--- config.mk ---
export PLATFORM = sky130hd
export DESIGN_NAME = pkt_pio_burst_seq
export DESIGN_NICKNAME = d
export VERILOG_FILES = /design/src/rtl/pkt_pio_burst_seq.sv
export SDC_FILE = /design/constraint.sdc
export NUM_CORES = 1
export LEC_CHECK = 0
export ABC_AREA = 1
export CAP_MARGIN = 20
export CORE_MARGIN = 2
export CORE_UTILIZATION = 40
export CTS_CLUSTER_SIZE = 12
export DETAILED_ROUTE_END_ITERATION = 6
export GPL_TIMING_DRIVEN = 0
export PLACE_DENSITY = 0.62
export SETUP_SLACK_MARGIN = 0.2
export SYNTH_ARGS = -nofsm -noshare
export SYNTH_HDL_FRONTEND = slang
export SYNTH_SLANG_ARGS = --single-unit
--- constraint.sdc ---
create_clock -name clk -period 4.2 [get_ports clk]
set_input_delay 0.63 -clock clk [delete_from_list [all_inputs] [get_ports clk]]
set_output_delay 0.63 -clock clk [all_outputs]
set_load 0.01 [all_outputs]
--- src/rtl/pkt_pio_burst_seq.sv ---
module pkt_pio_burst_seq #(
  parameter int BLK_LOG2 = 10,
  parameter int CNT_W    = 16
) (
  input  logic                clk,
  input  logic                rst_n,
  input  logic                hst_wr,
  input  logic                hst_rd,
  input  logic [2:0]          hst_addr,
  input  logic [15:0]         hst_wdata,
  output logic [15:0]         hst_rdata,
  output logic                irq,
  input  logic                src_ready,
  output logic                src_rd,
  output logic [31:0]         src_lba,
  output logic [BLK_LOG2-1:0] src_word,
  input  logic [15:0]         src_rdata
);
  localparam int REM_W = CNT_W + BLK_LOG2;
  localparam int BUR_W = 15;
  localparam logic [7:0] OP_READ = 8'h28;
  localparam logic [7:0] CMD_PKT = 8'hA0;

  typedef enum logic [2:0] {S_IDLE, S_PKT, S_DEC, S_PREP, S_LOAD, S_DATA} st_t;

  st_t              st;
  logic [15:0]      lim_q;
  logic             err_q;
  logic [2:0]       pidx;
  logic [7:0]       op_q;
  logic [31:0]      lba_q;
  logic [CNT_W-1:0] cnt_q;
  logic [REM_W-1:0] rem_q, wptr_q, fptr;
  logic [BUR_W-1:0] bcnt_q, half_eff, burst_n;
  logic [15:0]      hold_q;
  logic             rd_q, irq_q;
  logic             drq, bsy, data_rd, stat_rd, cmd_wr, idle_wr, set_irq, last_word;
  logic [7:0]       status;

  assign drq       = (st == S_PKT) || (st == S_DATA);
  assign bsy       = (st == S_DEC) || (st == S_PREP) || (st == S_LOAD);
  assign status    = {bsy, 1'b1, 2'b00, drq, 2'b00, err_q};
  assign data_rd   = hst_rd && hst_addr == 3'd0 && st == S_DATA;
  assign stat_rd   = hst_rd && hst_addr == 3'd7;
  assign idle_wr   = hst_wr && st == S_IDLE;
  assign cmd_wr    = idle_wr && hst_addr == 3'd7 && hst_wdata[7:0] == CMD_PKT;
  assign last_word = data_rd && bcnt_q == BUR_W'(1);
  assign half_eff  = (lim_q[15:1] == '0) ? BUR_W'(1) : lim_q[15:1];
  assign burst_n   = (rem_q < REM_W'(half_eff)) ? rem_q[BUR_W-1:0] : half_eff;
  assign set_irq   = (st == S_LOAD)
                  || (st == S_DEC && (op_q != OP_READ || cnt_q == '0))
                  || (last_word && rem_q == REM_W'(1));

  assign src_rd   = (st == S_PREP && src_ready) || (data_rd && !last_word);
  assign fptr     = wptr_q + REM_W'(st == S_DATA);
  assign src_lba  = lba_q + 32'(fptr >> BLK_LOG2);
  assign src_word = fptr[BLK_LOG2-1:0];
  assign irq      = irq_q;

  always_comb begin
    case (hst_addr)
      3'd0:    hst_rdata = data_rd ? hold_q : 16'h0000;
      3'd1:    hst_rdata = {13'd0, err_q, 2'b00};
      3'd4:    hst_rdata = {8'h00, lim_q[7:0]};
      3'd5:    hst_rdata = {8'h00, lim_q[15:8]};
      3'd7:    hst_rdata = {8'h00, status};
      default: hst_rdata = 16'h0000;
    endcase
  end

  always_ff @(posedge clk) begin
    if (!rst_n) begin
      st     <= S_IDLE;
      lim_q  <= '0;
      err_q  <= 1'b0;
      pidx   <= '0;
      op_q   <= '0;
      lba_q  <= '0;
      cnt_q  <= '0;
      rem_q  <= '0;
      wptr_q <= '0;
      bcnt_q <= '0;
      hold_q <= '0;
      rd_q   <= 1'b0;
      irq_q  <= 1'b0;
    end else begin
      rd_q <= src_rd;
      if (rd_q) hold_q <= src_rdata;

      if (set_irq)                irq_q <= 1'b1;
      else if (stat_rd || cmd_wr) irq_q <= 1'b0;

      if (idle_wr && hst_addr == 3'd4) lim_q[7:0]  <= hst_wdata[7:0];
      if (idle_wr && hst_addr == 3'd5) lim_q[15:8] <= hst_wdata[7:0];

      case (st)
        S_IDLE: if (cmd_wr) begin
          st    <= S_PKT;
          pidx  <= '0;
          err_q <= 1'b0;
        end
        S_PKT: if (hst_wr && hst_addr == 3'd0) begin
          case (pidx)
            3'd0: op_q <= hst_wdata[7:0];
            3'd1: lba_q[31:16] <= {hst_wdata[7:0], hst_wdata[15:8]};
            3'd2: lba_q[15:0]  <= {hst_wdata[7:0], hst_wdata[15:8]};
            3'd3: cnt_q[15:8]  <= hst_wdata[15:8];
            3'd4: cnt_q[7:0]   <= hst_wdata[7:0];
            default: ;
          endcase
          pidx <= pidx + 3'd1;
          if (pidx == 3'd5) st <= S_DEC;
        end
        S_DEC: begin
          wptr_q <= '0;
          rem_q  <= REM_W'(cnt_q) << BLK_LOG2;
          if (op_q != OP_READ) begin
            err_q <= 1'b1;
            st    <= S_IDLE;
          end else if (cnt_q == '0) begin
            st <= S_IDLE;
          end else begin
            st <= S_PREP;
          end
        end
        S_PREP: if (src_ready) st <= S_LOAD;
        S_LOAD: begin
          bcnt_q <= burst_n;
          st     <= S_DATA;
        end
        S_DATA: if (data_rd) begin
          wptr_q <= wptr_q + REM_W'(1);
          rem_q  <= rem_q - REM_W'(1);
          bcnt_q <= bcnt_q - BUR_W'(1);
          if (last_word) st <= (rem_q == REM_W'(1)) ? S_IDLE : S_PREP;
        end
        default: st <= S_IDLE;
      endcase
    end
  end

  p_burst_fits_r4: assert property (@(posedge clk) disable iff (!rst_n)
    (st == S_DATA) |-> (bcnt_q != '0 && REM_W'(bcnt_q) <= rem_q));

  p_burst_irq_r5: assert property (@(posedge clk) disable iff (!rst_n)
    (st == S_LOAD) |=> (irq_q && drq));

  p_drq_drop_r6: assert property (@(posedge clk) disable iff (!rst_n)
    last_word |=> !drq);

  p_wait_src_r7: assert property (@(posedge clk) disable iff (!rst_n)
    (st == S_PREP && !src_ready) |=> (st == S_PREP));

  p_irq_clear_r9: assert property (@(posedge clk) disable iff (!rst_n)
    (stat_rd && st == S_DATA && irq_q) |=> !irq_q);

  p_abort_irq_r10: assert property (@(posedge clk) disable iff (!rst_n)
    $rose(err_q) |-> (irq_q && st == S_IDLE));
endmodule

==> results by group <==
Status
  • Outcome: finished with violations
  • Failing checks: negative setup slack

Critical path
  • Worst Path Required: 3570 ps
  • CP startpoint: st[1]
  • Top delay family on crit path: simple AND/OR/NAND/NOR gates
  • Crit path top cell by count: nor2_2
  • WP buf/inv: 6
  • Critical Path Start Type: flop
  • Crit-path slowest cell: fa_2
  • Critical path arrival: 3990 ps
  • RR Startpoint: lim_q[10]
  • Crit Path Class: flop to output port
  • Critical Path, Cell by Cell: inv_2 -> nand3_4 -> clkinv_4 -> clkbuf_16 -> ha_4 -> ha_4 -> nand2_1 -> xor2_1 -> ha_1 -> inv_1 -> fa_2 -> nor2_2 -> nor2_2 -> o21ai_2 -> nand2_2 -> nand2_4 -> nand3_2 -> nand2_2 -> nand4_1 -> buf_4 -> nor2_2 -> xor2_1 -> buf_2
  • CP endpoint kind: output port
  • Slowest stage delay, CP: 370 ps
  • Max FO, Critical Path: 4

STA
  • Max Clock Freq: 216 MHz
  • Final max-slew violation count: 0
  • Final worst slack: -420 ps
  • Minimum clock period after layout: 4620 ps
  • Clock Skews: 12.5 ps
  • Final setup viols: 24
  • Slew @ Worst Pin: 744 ps
  • Hold WS: 460 ps
  • Crit share post-route: 110%
  • Final Hold Viols: 0
  • Slew headroom: 50.4%
  • RSZ-0062 raised after global routing: yes

CTS
  • Worst-Skew Late Latency: 440 ps
  • Clock Sinks: 164
  • Root Buffer Master: clkbuf_16
  • CTS clock-pin slew for the worst setup and hold paths: 70 ps
  • Total CTS buffers: 17
  • Hold-fix buffers, CTS: 0
  • CTS tree: built
  • H-tree level count: 4
  • Bufs on Longest Clock Path: 2

Cells and area
  • Final net count: 1673
  • Layout cells sized above 1: 16.3%
  • Antenna diodes: 0
  • Fill count: 2358
  • Area growth, synth to finish: 31.6%

Synthesis
  • Adder-cell share of the synthesized area: 5.79%
  • Syn Area/Cell: 6.85 um^2
  • Yosys warnings: 0
  • Post-Syn Nets: 1491
  • Number of flops mapped to enable cells by yosys: 0
  • Ranking of synthesized cells by area: dfxtp_1 34%, a21oi_1 9.3%, o21ai_0 9.0%, nand2_1 8.1%, inv_1 6.7%
  • Post-synth top flop: dfxtp_1
  • Synth Area in Compound Gates: 21.9%
  • Mux contribution to synthesized area: 0%
  • Post-Syn Area: 0.00964 mm^2
  • Main combinational cell family by area after synthesis: simple AND/OR/NAND/NOR gates
  • Register area share after synthesis: 34.1%
  • Synthesis-stage register bit count: 164
  • Cell count after synthesis: 1407
  • Synth Area in Simple Gates: 23.1%
  • Post-synth ARST share: 0%
  • Share of the synthesized area in the top cell type: 34.1%
  • Synth cell types: 49
  • Post-Synth XOR/XNOR Area: 6.27%
  • Synth area leader: dfxtp_1

Die
  • Placeable Area: 0.0235 mm^2
  • Rows: 56
  • # IOs: 100
  • Total die area: 0.0253 mm^2
  • Initial Utilization: 40.9%
  • Chip Height: 159 um
  • Die Wd: 159 um

Global routing
  • Pin count of the biggest net entering global routing: 18
  • Number of global-route vias before repair: 9678
  • Initial antenna violation count: 0
  • Grt ovf: 0
  • GRT Total Usage: 24.7%
  • First-pass GRT wire length: 50.4 mm

Job
  • Maximum capacitance violations: 0

Power
  • Combinational share of power: 5.9%
  • Sw Share: 26.2%
  • Leakage power figure: 0.00554 uW
  • Internal power: 2480 uW
  • Net load switching power: 878 uW
  • Clk network pwr share: 47.4%
  • Cell area power density: 265 mW/mm^2
  • Pwr Total: 3360 uW
  • Reg power frac: 46.7%
  • Peak VDD IR: 0.000257 V

Min path
  • Worst hold start: hold_q[12]
  • Worst hold-check path type: flop to flop

Placement
  • GPL Wtd Cong: 0.944
  • PortBufs: 99
  • HPWL Detailed: 23.7 mm

Detailed routing
  • DRT Pass-1 Iters: 6
  • Drt first-iter violations: 710
  • Avg Vias per Cell: 5.34
  • Number of routed nets with antenna violations: 0
  • Routed wire length: 32.7 mm
  • WL/cell: 17.0 um
  • Routed vias: 10.3k
  • Remaining routing DRC violations: 0
worst min-delay path: cells and delay by family, from the launching register on:
kind / cells / cell delay, ps
DFF: 1 / 300
buffers and inverters: 1 / 60
AOI/OAI and AO/OA: 1 / 60
synth_stat cells, types with 2 or more instances:
cell,n
a31oi_1,5
nand3_2,2
a211oi_1,4
o21bai_1,2
dfxtp_1,164
o22ai_1,2
o211ai_1,2
buf_1,2
buf_2,9
xnor2_1,18
o21a_1,6
nand2_2,5
o2111ai_1,3
o221ai_1,4
clkinv_1,2
nor2_1,163
nand2_1,207
a221oi_1,4
o21ai_0,173
nor2_2,3
nand3_1,50
inv_1,171
inv_2,5
nor4_1,8
nor2_4,4
nand4_1,18
nand3_4,2
nor3_1,39
clkbuf_1,33
a21o_1,3
a21oi_1,180
o21ai_1,3
ha_1,43
or2_2,2
xor2_1,51
o31ai_1,2
through the flow:
| stage | setup WS, ps | TNS, ps | util, % | cell area [um^2] | instances |
|---|---|---|---|---|---|
| global placement | -979 | -17390 | 47.3 | 11100 | 1825 |
| finish | -420 | -5830 | 53.9 | 12700 | 1921 |
| global route | -591 | -9590 | 53.9 | 12700 | 1921 |
| floorplan | 207 | 0 | - | 9750 | 1407 |
| CTS | -392 | -4130 | 52.2 | 12300 | 1902 |
| detailed placement | -1000 | -18010 | 47.3 | 11100 | 1825 |
sequential cells by signal, summed over array words and instances (netlist names), 3 cells and up:
name / count
st: 3
lim_q: 16
wptr_q: 26
pidx: 3
cnt_q: 16
rem_q: 26
hold_q: 16
bcnt_q: 15
lba_q: 32
op_q: 8
power by group through the flow:
stage               Clock, uW  Combinational [uW]  Sequential, uW
finish                   1590                 200            1570
global route             1680                 217            1570
CTS                      1610                 197            1570
global placement            0                 194            1600
detailed placement          0                 195            1600
floorplan                   0                98.5            1600
layer usage:
layer	part of all wire [%]	GRT usage (%)	up-vias	wire length (um)
met5	0	0	-	0
met4	2.9	9.01	0	956
met3	5.9	3.28	66	1920
met2	47	40.8	327	15300
met1	44	33.1	4816	14500
li1	-	-	5057	-
area by class of cell:
cell class | instances | area (um^2) | area share (%)
Multi-Input combinational cell | 1019 | 6120 | 48.2
Sequential cell | 164 | 3290 | 26.0
Timing Repair Buffer | 163 | 1400 | 11.0
Inverter | 179 | 682 | 5.38
Clock buffer | 17 | 425 | 3.35
Tap cell | 319 | 399 | 3.15
Buffer | 45 | 205 | 1.62
Clock inverter | 15 | 163 | 1.28
repair_timing:
action | in CTS | in global routing
endpoints found under the hold margin | 0 | 0
endpoints found under the setup margin | 30 | 29
pin swaps | 50 | 31
gates resized for setup | 182 | 54
setup buffers | 45 | 19
logic make-up after synthesis:
| group | count (synthesis) |
|---|---|
| AOI/OAI and AO/OA | 398 |
| xor gates and xnor gates | 69 |
| DFF | 164 |
| adders and majority gates | 44 |
| and+or+nand+nor | 508 |
| buffers and inverters | 224 |
cell usage in the layout, fill, tap and decap left out, types with 12 or more instances in the layout:
master / n
inv_2: 12
buf_4: 51
clkbuf_16: 18
ha_1: 34
nand4_1: 18
inv_1: 162
clkbuf_1: 32
nor3_1: 32
buf_2: 34
nand2_2: 18
xor2_1: 44
nand2_1: 190
dfxtp_1: 160
xnor2_1: 15
nand3_1: 46
nor2_1: 150
a21oi_1: 164
buf_6: 14
o21ai_0: 167
clkdlybuf4s50_1: 69
final timing paths:
| kind | end | slack [ps] | cells after the start |
|---|---|---|---|
| min | hold_q[12] | 460 | 2 |
| max | src_lba[30] | -420 | 23 |
| max reg2reg | bcnt_q[2] | 1830 | 12 |
| min reg2reg | hold_q[12] | 460 | 2 |
No activity file was read; power rests on OpenSTA's default activity.
